**src/rtl/sfm_pkg.sv**
```systemverilog
package sfm_pkg;
    localparam int SFM_SYNC_STAGES = 2;
    localparam int SFM_H_CNT_W     = 15;
    localparam int SFM_H_RES_W     = 11;
    localparam int SFM_LINES_LOG2  = 6;
    localparam int SFM_V_CNT_W     = 14;
    localparam int SFM_V_RES_W     = 9;
    localparam int SFM_BYTE_W      = 8;
endpackage

```
**src/rtl/sfm_edge_front.sv**
```systemverilog
module sfm_edge_front #(
    parameter int STAGES = sfm_pkg::SFM_SYNC_STAGES
) (
    input  logic clk,
    input  logic rst_n,
    input  logic sync_in,
    output logic rise_o
);
    typedef struct packed {
        logic [STAGES-1:0] chain;
        logic              last;
        logic              filt;
    } fe_t;

    fe_t st_d, st_q;
    logic synced;

    always_comb begin
        st_d       = st_q;
        synced     = st_q.chain[STAGES-1];
        st_d.chain = {st_q.chain[STAGES-2:0], sync_in};
        st_d.last  = synced;
        // level must persist across two samples before the filter follows it
        if (synced == st_q.last) begin
            st_d.filt = synced;
        end
        rise_o = st_d.filt & ~st_q.filt;
    end

    always_ff @(posedge clk or negedge rst_n) begin
        if (!rst_n) begin
            st_q <= '0;
        end else begin
            st_q <= st_d;
        end
    end
endmodule

```
**src/rtl/sfm_h_meter.sv**
```systemverilog
module sfm_h_meter #(
    parameter int CNT_W      = sfm_pkg::SFM_H_CNT_W,
    parameter int RES_W      = sfm_pkg::SFM_H_RES_W,
    parameter int LINES_LOG2 = sfm_pkg::SFM_LINES_LOG2
) (
    input  logic             clk,
    input  logic             rst_n,
    input  logic             h_rise,
    input  logic             v_rise,
    input  logic             v_present,
    output logic [RES_W-1:0] lat_o,
    output logic             present_o,
    output logic             sat_o
);
    typedef struct packed {
        logic [LINES_LOG2-1:0] lines;
        logic [CNT_W-1:0]      cnt;
        logic [RES_W-1:0]      win;
        logic [RES_W-1:0]      lat;
        logic                  present;
    } hm_t;

    hm_t  st_d, st_q;
    logic sat;
    logic last_line;

    always_comb begin
        st_d      = st_q;
        sat       = (st_q.cnt == {CNT_W{1'b1}});
        last_line = (st_q.lines == {LINES_LOG2{1'b1}});
        if (!sat) begin
            st_d.cnt = st_q.cnt + 1'b1;
        end
        if (h_rise) begin
            st_d.present = 1'b1;
            if (sat) begin
                // restart a clean window after a stall
                st_d.lines = '0;
                st_d.cnt   = {{(CNT_W-1){1'b0}}, 1'b1};
            end else if (last_line) begin
                st_d.lines = '0;
                st_d.cnt   = {{(CNT_W-1){1'b0}}, 1'b1};
                st_d.win   = st_q.cnt[CNT_W-1 -: RES_W];
                if (!v_present) begin
                    st_d.lat = st_q.cnt[CNT_W-1 -: RES_W];
                end
            end else begin
                st_d.lines = st_q.lines + 1'b1;
            end
        end else if (sat) begin
            st_d.present = 1'b0;
            st_d.lines   = '0;
            st_d.win     = {RES_W{1'b1}};
            if (!v_present) begin
                st_d.lat = {RES_W{1'b1}};
            end
        end
        if (v_present && v_rise) begin
            st_d.lat = st_q.win;
        end
    end

    always_ff @(posedge clk or negedge rst_n) begin
        if (!rst_n) begin
            st_q <= '0;
        end else begin
            st_q <= st_d;
        end
    end

    assign lat_o     = st_q.lat;
    assign present_o = st_q.present;
    assign sat_o     = sat;
endmodule

```
**src/rtl/sfm_v_meter.sv**
```systemverilog
module sfm_v_meter #(
    parameter int CNT_W = sfm_pkg::SFM_V_CNT_W,
    parameter int RES_W = sfm_pkg::SFM_V_RES_W
) (
    input  logic             clk,
    input  logic             rst_n,
    input  logic             v_rise,
    output logic [RES_W-1:0] lat_o,
    output logic             present_o
);
    typedef struct packed {
        logic [CNT_W-1:0] cnt;
        logic [RES_W-1:0] lat;
        logic             present;
    } vm_t;

    vm_t  st_d, st_q;
    logic sat;

    always_comb begin
        st_d = st_q;
        sat  = (st_q.cnt == {CNT_W{1'b1}});
        if (!sat) begin
            st_d.cnt = st_q.cnt + 1'b1;
        end
        if (v_rise) begin
            st_d.present = 1'b1;
            st_d.cnt     = {{(CNT_W-1){1'b0}}, 1'b1};
            if (!sat) begin
                st_d.lat = st_q.cnt[CNT_W-1 -: RES_W];
            end
        end else if (sat) begin
            st_d.present = 1'b0;
            st_d.lat     = {RES_W{1'b1}};
        end
    end

    always_ff @(posedge clk or negedge rst_n) begin
        if (!rst_n) begin
            st_q <= '0;
        end else begin
            st_q <= st_d;
        end
    end

    assign lat_o     = st_q.lat;
    assign present_o = st_q.present;
endmodule

```
**src/rtl/sync_freq_meter.sv**
```systemverilog
module sync_freq_meter #(
    parameter int SYNC_STAGES = sfm_pkg::SFM_SYNC_STAGES,
    parameter int H_CNT_W     = sfm_pkg::SFM_H_CNT_W,
    parameter int H_RES_W     = sfm_pkg::SFM_H_RES_W,
    parameter int LINES_LOG2  = sfm_pkg::SFM_LINES_LOG2,
    parameter int V_CNT_W     = sfm_pkg::SFM_V_CNT_W,
    parameter int V_RES_W     = sfm_pkg::SFM_V_RES_W
) (
    input  logic                                  clk,
    input  logic                                  rst_n,
    input  logic                                  hsync_i,
    input  logic                                  vsync_i,
    input  logic                                  rd_lo_i,
    output logic [sfm_pkg::SFM_BYTE_W-1:0]        h_lo_o,
    output logic [H_RES_W-sfm_pkg::SFM_BYTE_W-1:0] h_hi_o,
    output logic [V_RES_W-1:0]                    v_period_o,
    output logic                                  h_present_o,
    output logic                                  v_present_o
);
    localparam int BW   = sfm_pkg::SFM_BYTE_W;
    localparam int HI_W = H_RES_W - BW;

    logic               h_rise;
    logic               v_rise;
    logic               h_sat;
    logic [H_RES_W-1:0] h_lat;

    typedef struct packed {
        logic [HI_W-1:0] hi;
    } rd_t;

    rd_t rd_d, rd_q;

    sfm_edge_front #(.STAGES(SYNC_STAGES)) u_h_front (
        .clk(clk), .rst_n(rst_n), .sync_in(hsync_i), .rise_o(h_rise)
    );

    sfm_edge_front #(.STAGES(SYNC_STAGES)) u_v_front (
        .clk(clk), .rst_n(rst_n), .sync_in(vsync_i), .rise_o(v_rise)
    );

    sfm_v_meter #(.CNT_W(V_CNT_W), .RES_W(V_RES_W)) u_v_meter (
        .clk(clk), .rst_n(rst_n), .v_rise(v_rise),
        .lat_o(v_period_o), .present_o(v_present_o)
    );

    sfm_h_meter #(.CNT_W(H_CNT_W), .RES_W(H_RES_W), .LINES_LOG2(LINES_LOG2)) u_h_meter (
        .clk(clk), .rst_n(rst_n), .h_rise(h_rise), .v_rise(v_rise),
        .v_present(v_present_o), .lat_o(h_lat),
        .present_o(h_present_o), .sat_o(h_sat)
    );

    always_comb begin
        rd_d = rd_q;
        if (rd_lo_i) begin
            rd_d.hi = h_lat[H_RES_W-1:BW];
        end
    end

    always_ff @(posedge clk or negedge rst_n) begin
        if (!rst_n) begin
            rd_q <= '0;
        end else begin
            rd_q <= rd_d;
        end
    end

    assign h_lo_o = h_lat[BW-1:0];
    assign h_hi_o = rd_q.hi;
endmodule

```
**config.mk**
```make
export PLATFORM = sky130hd
export DESIGN_NAME = sync_freq_meter
export DESIGN_NICKNAME = d
export VERILOG_FILES = /design/src/rtl/sfm_pkg.sv /design/src/rtl/sfm_edge_front.sv /design/src/rtl/sfm_h_meter.sv /design/src/rtl/sfm_v_meter.sv /design/src/rtl/sync_freq_meter.sv
export SDC_FILE = /design/constraint.sdc
export NUM_CORES = 1
export LEC_CHECK = 0
export BUFFER_PORTS_ARGS = -buffer_cell sky130_fd_sc_hd__buf_2
export CAP_MARGIN = 20
export CORE_MARGIN = 3
export CORE_UTILIZATION = 52
export CTS_CLUSTER_SIZE = 10
export DETAILED_ROUTE_END_ITERATION = 16
export GPL_ROUTABILITY_DRIVEN = 0
export PLACE_DENSITY = 0.77
export SYNTH_ARGS = -nofsm -noshare
export SYNTH_HDL_FRONTEND = slang
export SYNTH_SLANG_ARGS = --single-unit
```
**constraint.sdc**
```tcl
create_clock -name clk -period 5.55 [get_ports clk]
set_input_delay 1.11 -clock clk [delete_from_list [all_inputs] [get_ports clk]]
set_output_delay 1.11 -clock clk [all_outputs]
set_load 0.005 [all_outputs]
```
Word level (Yosys, flattened, before mapping)
Index checks and enable logic that the tools add are counted.
W data, S select, Z words.
{"block": "op_classes", "n_addsub": 3, "eq_ne": 11, "n_mux": 20, "bitwise_logic": 4, "n_reduce_logical": 9}
{"op": "$mux W23", "n": 2}
{"op": "$mux W37", "n": 1}
{"op": "$mux W11", "n": 3}
{"op": "$mux W15", "n": 2}
{"op": "$mux W14", "n": 2}
{"op": "$mux W22", "n": 1}
{"op": "$mux W21", "n": 1}
{"op": "$mux W10", "n": 2}
{"op": "$mux W6", "n": 3}
{"op": "$add A15 B1 Y15 const B", "n": 1}
{"op": "$eq A15 B15 Y1 const B", "n": 1}
{"op": "$add A14 B1 Y14 const B", "n": 1}
{"op": "$eq A14 B14 Y1 const B", "n": 1}
{"op": "$mux W9", "n": 1}
{"op": "$ne A3 B2 Y1 const B", "n": 3}
{"op": "$add A6 B1 Y6 const B", "n": 1}
{"op": "$eq A6 B6 Y1 const B", "n": 1}
{"op": "$reduce_bool A2 Y1", "n": 3}
{"op": "$reduce_bool A3 Y1", "n": 2}
{"op": "$reduce_and A5 Y1", "n": 1}
{"op": "$ne A2 B2 Y1 const B", "n": 2}
{"op": "$reduce_and A3 Y1", "n": 1}
{"op": "$and A1 B1 Y1", "n": 2}
{"op": "$eq A1 B1 Y1", "n": 2}
{"op": "other kinds (5)", "n": 7}
{"block": "totals", "regBits": 79, "output_inout_bits": 22}

Longest topological paths before layout
Gate-level depths: netlist of the first run.
{"block": "logic_depth", "depth_word": 6, "depth_mapped": 9}

By module
From an unflattened synthesis of the first run, not the netlist that was laid out.
{"block": "hier_totals", "hier_cells": 373, "hier_area_um2": 3871.2}
{"mod": "sfm_h_meter", "instances": 1, "cells_each": 230, "area_per_inst_um2": 2260.9, "seq_area_each_um2": 1101.1}
{"mod": "sfm_v_meter", "instances": 1, "cells_each": 125, "area_per_inst_um2": 1258.7, "seq_area_each_um2": 600.6}
{"mod": "sfm_edge_front", "instances": 2, "cells_each": 6, "area_per_inst_um2": 121.4, "seq_area_each_um2": 100.1}
{"mod": "sync_freq_meter", "instances": 1, "cells_each": 6, "area_per_inst_um2": 108.9, "seq_area_each_um2": 75.1}

Worst setup path after synthesis of the first run
No wires, ideal clock.
{"block": "synth_path", "path_kind": "register -> register", "from": "register u_v_front.st_q[0] in the netlist's numbering", "to": "register u_v_meter.st_q[23] in the netlist's numbering", "arrival_ns": 2.238, "slack_ns": 3.234, "stages_incl_launch_ff": 9, "path_buffers": 2, "path_cell_list": "dfrtp_1 > and3b_1 > clkbuf_1 > inv_2 > clkbuf_1 > ha_1 > or4b_1 > or3_1 > a21oi_1"}
{"block": "synth_between", "elab_chain_cells": 3, "word_cells_on_any_way": 5, "classes_between": "eq/ne (1); mux (2); bitwise (2)"}
{"item": "start: declaration", "line": "sfm_edge_front.sv:15", "rtl": "fe_t st_d, st_q;"}
{"item": "start signal: assignment", "line": "sfm_edge_front.sv:34", "rtl": "st_q <= st_d;"}
{"item": "$mux W1 / $not A1 Y1 (equally long branches)", "line": "sfm_edge_front.sv:24, sfm_edge_front.sv:27"}
{"item": "$and A1 B1 Y1 (*)", "line": "sfm_edge_front.sv:27", "rtl": "rise_o = st_d.filt & ~st_q.filt;"}
{"item": "$ne A2 B1 Y1 (no source line) / $mux W14 (equally long branches)"}
{"item": "end signal: assignment", "line": "sfm_v_meter.sv:42", "rtl": "st_q <= st_d;"}
{"item": "end: declaration", "line": "sfm_v_meter.sv:17", "rtl": "vm_t st_d, st_q;"}
Mark *: on every way between the ends. The rest lies on a longest branch, timed or not.
A chain may end at the register's enable or synchronous reset.

Worst setup path in the final report of the first run
{"block": "layout_path", "from": "register u_v_front.st_q[0] in the netlist's numbering", "to": "register u_v_meter.st_q[21] in the netlist's numbering"}
The elaborated chain is that of the path after synthesis.

==> run metrics, run 1 <==
CTS tree built; Nets 398; cells after synthesis 389; number of global-route vias before repair around 2,800; fmax 345 MHz; skew final 0.0113 ns; post-synthesis sequential area ratio just over 50%; slew at the pin closest to its max-slew limit 1.04 ns; Primary FF master, synth dfrtp_1; first-pass GRT wire length 13,400 um; Finish-stage setup viols 0; pin count of the biggest net entering global routing 80; Vias per Instance 5.86; clock power share 30.5%; multi-input logic area 1610 um2; combinational share of power 18.5%; Area contributors post-synth dfrtp_1 52%, nand2_1 4.1%, nor2_1 4.0%, buf_4 3.5%, nand3_1 3.3%; Tmin final 2.90 ns; Die X a little over 90 um; Leakage Power between 0.0015 and 0.002 uW; post-layout power 1600 uW; critical path required time 5.82 ns; Switching Fraction 28.6%; global-route usage over all layers 19.8%; unrepaired setup endpoints after global routing no; wire per inst 15.8 um; via count ~2,900; antenna violations before repair 0; worst rel slew slack 28.5%; First-pass DRT Iterations 4; post-synth cell types 48; total CTS buffers 9; Critical-path top delay cell or4b_1; Top Family by Delay on Critical Path simple AND/OR/NAND/NOR gates; # fillers 601; PD cells 389 nW/um2; CP endpoint kind flip-flop; status complete, no violations; DRC 0; Initial Utilization 54.8%; synth cell count leaders 79 x dfrtp_1, 42 x nand2_1, 41 x nor2_1, 25 x nand3_1, 23 x a21oi_1; Max H-tree Level 3; Tightest Hold Check Type reg -> reg; crit-path cells and3b_1 -> inv_2 -> ha_1 -> or4b_1 -> or3_1 -> a21oi_1; Tcrit/Tclk final 52.2%; CTS root buf clkbuf_8; number of synthesized flops with an enable pin 0; CTS Sinks 79; CTS Hold Bufs 0; Slew Limit Fails 0; synth warn 0; cell accounting for the most synthesized area dfrtp_1; critical path class reg -> reg; Hold Vio Cnt, Final 0; sequential share of power about half; clock buffer depth 2; postcts setup bufs 0; most frequent cell after synthesis dfrtp_1; CORE AREA between 6000 and 7000 um2; row count 30; Avg Inst Size Synth 9.84 um2; share of cells above drive strength 1 15.5%; Worst Path Arrival roughly 3.2 ns; async set-reset flop share out of synthesis between 90% and 100%; DPL Wire Length 4950 um; CP peak stage delay 0.59 ns; Buf/Inv on CP 1; Detailed Route WL 7710 um; clock slew at reported path FFs ~0.08 ns; Synth Register Bits 79; area grow syn2layout 7.22%; Yosys top cell area share between 50 and 60%; die area 8430 um2; CP Launch Type flip-flop; internal power 1140 uW; Mapped Area ~3800 um2; Port Buffers 26; Detailed Route Iter0 Violations 233; cts repair resizes 0; switching pwr 457 uW; clk_lat worst skew 0.35 ns; peak supply drop 146 uV; Post-Syn Nets 399; Routed Antenna Nets 0; # IOs 27; antenna cells 0; setup TNS after final layout 0 ns; grt ovf 0; crit-path max FO 26; max-cap viol count 0; chip height 91.8 um; register area 1980 um2
power by group through the flow:
stage | sequential, uW | clock, uW | combinational, uW
detailed placement | 822 | 0 | 297
global route | 832 | 525 | 336
CTS | 812 | 493 | 300
global placement | 815 | 0 | 288
finish | 813 | 488 | 295
floorplan | 790 | 0 | 263
flip-flops by register name (all words and copies together) (netlist names):
signal / flops
h_hi_o: 3
u_h_meter.lat_o: 11
u_h_front.st_d: 2
u_h_front.st_q: 2
u_v_front.st_d: 2
u_v_meter.present_o: 1
u_v_meter.st_q: 14
u_h_meter.present_o: 1
u_v_front.st_q: 2
u_v_meter.lat_o: 9
u_h_meter.st_q: 32
logic make-up after synthesis:
logic type | Yosys count | synth area share, %
fa+ha+maj | 7 | 2.16
buf+inv | 46 | 6.34
simple gates | 156 | 20.7
flops | 79 | 51.6
mux | 6 | 1.67
xor+xnor | 10 | 2.29
compound gates | 85 | 15.2
routing by layer:
metal | part of all wire [%] | up-vias | wire, um | track usage, %
met5 | 0 | - | 0 | 0
met4 | 0.84 | 0 | 65 | 6.93
met3 | 6.3 | 7 | 487 | 3.94
met2 | 47 | 74 | 3630 | 31.0
met1 | 46 | 1401 | 3520 | 27.5
li1 | - | 1384 | - | -
per-stage QoR:
stage	worst slack (ns)	util, %	area, um2	std cells	hold WS [ns]
after floorplan	3.23	-	3830	389	0.331
after global placement	2.80	55.5	3880	473	0.336
after detailed placement	2.69	55.5	3880	473	0.335
after CTS	2.65	58.8	4110	489	0.352
after global routing	2.40	58.8	4110	489	0.358
final	2.65	58.8	4110	489	0.352
path summary, 6_finish.rpt:
path                                              from                             end  slack, ns  depth (start not counted)
max                        u_v_front.st_q[0]$_DFF_PN0_  u_v_meter.st_q[21]$_DFFE_PN0P_       2.65                          6
min                        u_h_front.st_d[3]$_DFF_PN0_     u_h_front.st_d[1]$_DFF_PN0_       0.35                          0
max reg2reg                u_v_front.st_q[0]$_DFF_PN0_  u_v_meter.st_q[21]$_DFFE_PN0P_       2.65                          6
min reg2reg                u_h_front.st_d[3]$_DFF_PN0_     u_h_front.st_d[1]$_DFF_PN0_       0.35                          0
max in group asynchronous                        rst_n     u_v_front.st_d[3]$_DFF_PN0_       4.03                          1
min in group asynchronous                        rst_n  u_v_meter.lat_o[5]$_DFFE_PN0P_       0.88                          1
final cells by class:
cell class	instances	share of cell area, %
Clock inverter	6	2.22
Timing Repair Buffer	28	3.60
Tap cell	96	2.93
Clock buffer	10	3.35
Sequential cell	79	48.2
Inverter	6	0.549
Multi-Input combinational cell	264	39.2
cells in the final DEF, fill, tap and decap left out, types with 2 or more instances in the layout:
master / Yosys / final
dfrtp_1: 79 / 79
nand2_1: 42 / 42
nor2_1: 41 / 41
nand3_1: 25 / 25
buf_2: 1 / 25
a21oi_1: 23 / 23
o21ai_0: 16 / 16
or3_1: 11 / 11
a2bb2oi_1: 11 / 11
o22ai_1: 10 / 10
clkbuf_8: 0 / 10
o221a_2: 8 / 8
nor3_1: 7 / 7
inv_1: 5 / 5
nand4_1: 5 / 5
xnor2_1: 5 / 5
xor2_1: 5 / 5
ha_1: 5 / 5
nor4_1: 3 / 3
or4_1: 3 / 3
nand3b_1: 3 / 3
a211oi_1: 3 / 3
and3_1: 3 / 3
mux2i_1: 3 / 3
o211a_1: 3 / 3
mux2_2: 3 / 3
clkinvlp_4: 0 / 3
buf_4: 18 / 3
and3b_1: 2 / 2
nor4_2: 2 / 2
and4_1: 2 / 2
a31oi_1: 2 / 2
o31ai_1: 2 / 2
and4b_1: 2 / 2
maj3_1: 2 / 2
a21o_1: 2 / 2
bufinv_16: 0 / 2
Note: power is estimated with default switching activity, not from simulation.
==> run 2: changes to the inputs <==
--- a/config.mk
+++ b/config.mk
@@ -5,6 +5,7 @@
 export SDC_FILE = /design/constraint.sdc
 export NUM_CORES = 1
 export LEC_CHECK = 0
+export ABC_AREA = 1
 export BUFFER_PORTS_ARGS = -buffer_cell sky130_fd_sc_hd__buf_2
 export CAP_MARGIN = 20
 export CORE_MARGIN = 3
@@ -12,7 +13,7 @@
 export CTS_CLUSTER_SIZE = 10
 export DETAILED_ROUTE_END_ITERATION = 16
 export GPL_ROUTABILITY_DRIVEN = 0
-export PLACE_DENSITY = 0.77
+export PLACE_DENSITY = 0.8
 export SYNTH_ARGS = -nofsm -noshare
 export SYNTH_HDL_FRONTEND = slang
 export SYNTH_SLANG_ARGS = --single-unit
==> constraint.sdc (replaced) <==
create_clock -name clk -period 2.45 [get_ports clk]
set_input_delay 0.49 -clock clk [delete_from_list [all_inputs] [get_ports clk]]
set_output_delay 0.49 -clock clk [all_outputs]
set_load 0.005 [all_outputs]
==> run metrics, run 2 <==
busiest grt layer met2; first-pass GRT wire length 13,900 um (+3.8%); Yosys top cell area share 47.1% (-4.6 points); met2 usage 32.3% (+1.3 points); Avg Inst Size Synth 8.22 um2 (-17%); pin count of the biggest net entering global routing 48 (-40%); clock slew at reported path FFs 0.08 ns (about the same); row count 32 (+6.7%); Nets 529 (+33%); Tmin final 2.19 ns (-0.709 ns); total CTS buffers 9 (unchanged); Max H-tree Level 3 (unchanged); leading cell types in the layout, fill and taps excluded 144 x nand2_1, 79 x dfrtp_1, 44 x nand3_1, 44 x nor2_1, 43 x inv_1; status complete, no violations; Detailed Route Iter0 Violations 177 (-24%); Post-Syn Nets 521 (+31%); slew at the pin closest to its max-slew limit 0.697 ns (-0.346 ns); number of global-route vias before repair 3,124 (+11%); First-pass DRT Iterations 5 (+1); Finished Layout Cells 625 (+28%); GR Util met3 5.47% (+1.5 points); Primary FF master, synth dfrtp_1; chip height 95.9 um (+4.4%); Area contributors post-synth dfrtp_1 47%, nand2_1 13%, nand3_1 5.2%, nor2_1 3.9%, inv_1 3.8%; worst rel slew slack 53.3% (+25 points); critical path required time 2.74 ns (-3.08 ns); Hold Vio Cnt, Final 0 (unchanged); async set-reset flop share out of synthesis 100% (unchanged); GR Util met1 23.5% (-4.0 points); cts repair resizes 0 (unchanged); # fillers 678 (+13%); Worst Path Arrival 2.47 ns (-0.70 ns); reg2reg path depth 9 (+3); postcts setup bufs 0 (unchanged); max-cap viol count 0 (unchanged); number of synthesized flops with an enable pin 0 (unchanged); Die X 95.9 um (+4.4%); Slew Limit Fails 0 (unchanged); wire per inst 13.4 um (-15%); DRC 0 (unchanged); PD cells 671 nW/um2 (+72%); most frequent cell after synthesis nand2_1; Mapped Area 4200 um2 (+9.7%); antenna cells 0 (unchanged); Finish-stage setup viols 0 (unchanged); CP endpoint kind flip-flop; Tightest Hold Check Type in -> async; post-synth cell types 36 (-25%); Tcrit/Tclk final 89.3% (+37 points); Initial Utilization 54.1% (-0.78 points); final hold slack 0.0745 ns (-0.277 ns); cell accounting for the most synthesized area dfrtp_1; # IOs 27 (unchanged); grt ovf 0 (unchanged); global-route usage over all layers 19.6% (-0.21 points); via count 3,349 (+17%); Synth Register Bits 79 (unchanged); Top reg by flops u_h_meter.st_q; Detailed Route WL 8370 um (+8.7%); skew final 0.0116 ns (+0.000313 ns); DPL Wire Length 5930 um (+20%); placed cells 610 (+29%); Routed Antenna Nets 0 (unchanged); area grow syn2layout 7.27% (about the same); clock buffer depth 2 (unchanged); CP Launch Type flip-flop; critical path class reg -> reg; CTS root buf clkbuf_8; CTS tree built; post-synthesis sequential area ratio 47.1% (-4.6 points); CTS Hold Bufs 0 (unchanged); Vias per Instance 5.36 (-8.6%); Leakage Power 0.00225 uW (+34%); antenna violations before repair 0 (unchanged); synth warn 0 (unchanged); CORE AREA 7770 um2 (+11%); synth cell count leaders 144 x nand2_1, 79 x dfrtp_1, 44 x nand3_1, 44 x nor2_1, 43 x inv_1; cells after synthesis 511 (+31%); Port Buffers 26 (unchanged); post-layout power 3020 uW (+89%); peak supply drop 413 uV (+180%); fmax 457 MHz (+32%); setup TNS after final layout 0 ns (unchanged); unrepaired setup endpoints after global routing no; share of cells above drive strength 1 17.6% (+2.1 points); CTS Sinks 79 (unchanged); clk_lat worst skew 0.35 ns (about the same); crit-path max FO 13 (-50%); max reg flops 32 (unchanged); most common cell after layout, fill and taps aside nand2_1; die area 9190 um2 (+9.0%)
[run 2: cell count changes in the layout (fill, tap and decap cells not counted), moves of 8 or more]
cell,change
a21oi_1,-12
a2bb2oi_1,-11
a31oi_1,+9
inv_1,+38
nand2_1,+102
nand3_1,+19
nand3_2,+10
nand4_1,+10
o221a_2,-8
o22ai_1,-9
or3_1,-11
[run 2: logic make-up after synthesis]
| kind of cell | after synthesis | synth area share, % |
|---|---|---|
| flip-flops | 79 | 47.1 |
| buffers and inverters | 80 | 9.80 |
| XOR/XNOR | 9 | 1.88 |
| adder cells (fa/ha/maj) | 5 | 1.49 |
| AO/OA/AOI/OAI | 42 | 5.63 |
| multiplexers | 3 | 0.804 |
| AND/OR/NAND/NOR | 293 | 33.3 |
[run 2: path summary, 6_finish.rpt]
check                           slack [ns]                          from                        endpoint
worst max register to register        0.26  u_h_meter.st_q[23]$_DFF_PN0_  u_h_meter.lat_o[0]$_DFFE_PN0P_
worst max-delay path                  0.26  u_h_meter.st_q[23]$_DFF_PN0_  u_h_meter.lat_o[0]$_DFFE_PN0P_
max in group asynchronous             1.80                         rst_n  u_h_meter.lat_o[0]$_DFFE_PN0P_
worst min-delay path                  0.07                         rst_n    u_h_meter.st_q[34]$_DFF_PN0_
min in group clk                      0.25                       vsync_i     u_v_front.st_d[3]$_DFF_PN0_
worst min register to register        0.35   u_v_front.st_d[3]$_DFF_PN0_     u_v_front.st_d[1]$_DFF_PN0_
[run 2: cell type report]
type | count | area [um2] | area share [%]
clock buffer | 10 | 138 | 3.06
clock inverter | 5 | 82.6 | 1.83
inverter | 46 | 175 | 3.89
multi-input combinational | 352 | 1820 | 40.4
sequential | 79 | 1980 | 43.9
tap | 102 | 128 | 2.83
timing repair buffer | 31 | 183 | 4.06
[run 2: power breakdown]
group | switching [uW] | internal (uW)
clock | 469 | 598
sequential | 110 | 1440
combinational | 235 | 167
total | 814 | 2210
[run 2: per-stage QoR]
stage,util [%],worst slack (ns),cell area (um2)
6_report,58.0,0.263,4500
3_3_place_gp,55.0,0.339,4270
5_1_grt,58.0,0.0938,4500
2_1_floorplan,-,0.298,4200
3_5_place_dp,55.0,0.147,4270
4_1_cts,57.8,0.104,4490
[run 2: per-layer routing]
layer	wire length, um	share of wire [%]	up-vias
met5	0	0	-
met4	276	3.3	0
met3	513	6.1	27
met2	3960	47	116
met1	3620	43	1551
li1	-	-	1655
[run 2: critical path, stage by stage, from the launching register on]
cell and delay [ns]:
dfrtp_1 0.45, ha_1 0.24, nand2_2 0.10, nor2_4 0.17
nand4_2 0.23, nand2_1 0.13, nand2_2 0.18, nand2_2 0.35
nand3_1 0.16, nand2_1 0.10
==> run 3: changes to the inputs <==
--- a/config.mk
+++ b/config.mk
@@ -10,10 +10,11 @@
 export CAP_MARGIN = 20
 export CORE_MARGIN = 3
 export CORE_UTILIZATION = 52
+export CTS_BUF_LIST = sky130_fd_sc_hd__clkbuf_16
 export CTS_CLUSTER_SIZE = 10
 export DETAILED_ROUTE_END_ITERATION = 16
 export GPL_ROUTABILITY_DRIVEN = 0
-export PLACE_DENSITY = 0.8
+export PLACE_DENSITY = 0.77
 export SYNTH_ARGS = -nofsm -noshare
 export SYNTH_HDL_FRONTEND = slang
 export SYNTH_SLANG_ARGS = --single-unit
==> constraint.sdc (replaced) <==
create_clock -name clk -period 2.52 [get_ports clk]
set_input_delay 0.504 -clock clk [delete_from_list [all_inputs] [get_ports clk]]
set_output_delay 0.504 -clock clk [all_outputs]
set_load 0.005 [all_outputs]
==> run metrics, run 3 (synthesis results as in run 2) <==
fmax 445 MHz (-2.7%); most common cell after layout, fill and taps aside nand2_1; Tcrit/Tclk final 89.2% (-0.095 points); CTS tree built; clock power share 41.8% (+6.5 points); antenna violations before repair 0 (unchanged); CTS Hold Bufs 0 (unchanged); skew final 0.00719 ns (-0.00440 ns); DPL Wire Length 5970 um (+0.81%); Tightest Hold Check Type in -> async; Leakage Power 0.00230 uW (+1.9%); global-route usage over all layers 20.2% (+0.66 points); wire per inst 13.5 um (+1.1%); number of global-route vias before repair 3,213 (+2.8%); pin count of the biggest net entering global routing 46 (-4.2%); Hold Vio Cnt, Final 0 (unchanged); critical path required time 2.77 ns (+0.03 ns); Top reg by flops u_h_meter.st_q; max reg flops 32 (unchanged); Max H-tree Level 3 (unchanged); Switching Fraction 25.8% (-1.2 points); antenna cells 0 (unchanged); slew at the pin closest to its max-slew limit 0.714 ns (+0.0164 ns); total CTS buffers 9 (unchanged); share of cells above drive strength 1 17.2% (-0.42 points); combinational share of power 12.0% (-1.3 points); clk_lat worst skew 0.33 ns (-0.02 ns); CP Launch Type flip-flop; grt ovf 0 (unchanged); Initial Utilization 54.1% (unchanged); clock buffer depth 2 (unchanged); CORE AREA 7770 um2 (unchanged); postcts setup bufs 0 (unchanged); setup TNS after final layout 0 ns (unchanged); worst rel slew slack 52.2% (-1.1 points); final hold slack 0.168 ns (+0.0936 ns); # IOs 27 (unchanged); Port Buffers 26 (unchanged); Top Family by Delay on Critical Path simple AND/OR/NAND/NOR gates; clock slew at reported path FFs 0.06 ns (-0.02 ns); sequential share of power 46.2% (-5.2 points); die area 9190 um2 (unchanged); Routed Antenna Nets 0 (unchanged); CP peak stage delay 0.38 ns (-0.07 ns); cts repair resizes 0 (unchanged); Vias per Instance 5.33 (-0.61%); Slew Limit Fails 0 (unchanged); internal power 2430 uW (+9.9%); Buf/Inv on CP 1 (+1); max-cap viol count 0 (unchanged); switching pwr 844 uW (+3.6%); unrepaired setup endpoints after global routing no; peak supply drop 544 uV (+32%); CP endpoint kind flip-flop; via count 3,334 (-0.45%); DRC 0 (unchanged); Detailed Route Iter0 Violations 174 (-1.7%); row count 32 (unchanged); chip height 95.9 um (unchanged); first-pass GRT wire length 14,600 um (+4.9%); area grow syn2layout 9.45%; Finish-stage setup viols 0 (unchanged); Tmin final 2.25 ns (+0.0601 ns); CTS root buf clkbuf_16; crit-path cells ha_1 -> nand2_1 -> nor2_1 -> nand2_1 -> nor4_2 -> ha_2 -> nor2_1 -> inv_1 -> o21ai_0 -> a22oi_1; CTS Sinks 79 (unchanged); First-pass DRT Iterations 5 (unchanged); Worst Path Arrival 2.50 ns (+0.03 ns); Die X 95.9 um (unchanged); crit-path max FO 9 (-4); Critical-path top delay cell dfrtp_1; PD cells 711 nW/um2 (+6.1%); Detailed Route WL 8480 um (+1.2%); leading cell types in the layout, fill and taps excluded 144 x nand2_1, 79 x dfrtp_1, 44 x inv_1, 44 x nand3_1, 44 x nor2_1; # fillers 661 (-2.5%); Nets 529 (unchanged); status complete, no violations; critical path class reg -> reg
==> run 3: worst paths after layout <==
path,slack (ns),cells after the start,endpoint,start
worst max-delay path,0.27,10,u_v_meter.st_q[17]$_DFFE_PN0P_,u_v_meter.st_q[10]$_DFFE_PN0P_
worst min-delay path,0.17,1,u_h_meter.st_q[36]$_DFF_PN0_,rst_n
worst max register to register,0.27,10,u_v_meter.st_q[17]$_DFFE_PN0P_,u_v_meter.st_q[10]$_DFFE_PN0P_
worst min register to register,0.35,0,u_h_front.st_d[1]$_DFF_PN0_,u_h_front.st_d[3]$_DFF_PN0_
max in group asynchronous,1.77,2,u_v_front.st_q[1]$_DFF_PN0_,rst_n
min in group clk,0.27,1,u_h_front.st_d[3]$_DFF_PN0_,hsync_i
==> run 3: worst reg2reg max path, stage by stage, from the launching register on <==
cell	delay, ns
dfrtp_1	0.38
ha_1	0.19
nand2_1	0.08
nor2_1	0.10
nand2_1	0.11
nor4_2	0.31
ha_2	0.33
nor2_1	0.12
inv_1	0.21
o21ai_0	0.16
a22oi_1	0.17
==> run 3: power by group through the flow <==
stage	registers [uW]	clock network [uW]	logic [uW]
after floorplan	1510	0	313
after global placement	1520	0	381
after detailed placement	1530	0	394
after CTS	1510	1380	399
after global routing	1530	1440	457
final	1510	1370	393
==> run 3: layer usage <==
layer | vias to the layer above | share of wire [%] | track usage (%)
met4 | 0 | 1.6 | 5.69
met2 | 84 | 50 | 33.5
met5 | - | 0 | 0
met1 | 1583 | 44 | 26.1
li1 | 1654 | - | -
met3 | 13 | 4.7 | 5.47
==> run 3: layout make-up <==
type | count | area (um2) | area share (%)
sequential | 79 | 1980 | 43.0
multi-input combinational | 352 | 1820 | 39.6
clock buffer | 9 | 225 | 4.90
timing repair buffer | 31 | 183 | 3.97
inverter | 46 | 175 | 3.81
tap | 102 | 128 | 2.78
clock inverter | 7 | 88.8 | 1.93
==> run 3: through the flow <==
step           instances  setup WS [ns]  util [%]  total power [uW]  instance area [um2]
6_report             626          0.273      59.2              3270                 4600
5_1_grt              626         0.0279      59.2              3420                 4600
3_5_place_dp         610          0.220      55.0              1930                 4270
3_3_place_gp         610          0.396      55.0              1900                 4270
2_1_floorplan        511          0.368         -              1820                 4200
4_1_cts              626          0.183      59.1              3290                 4590
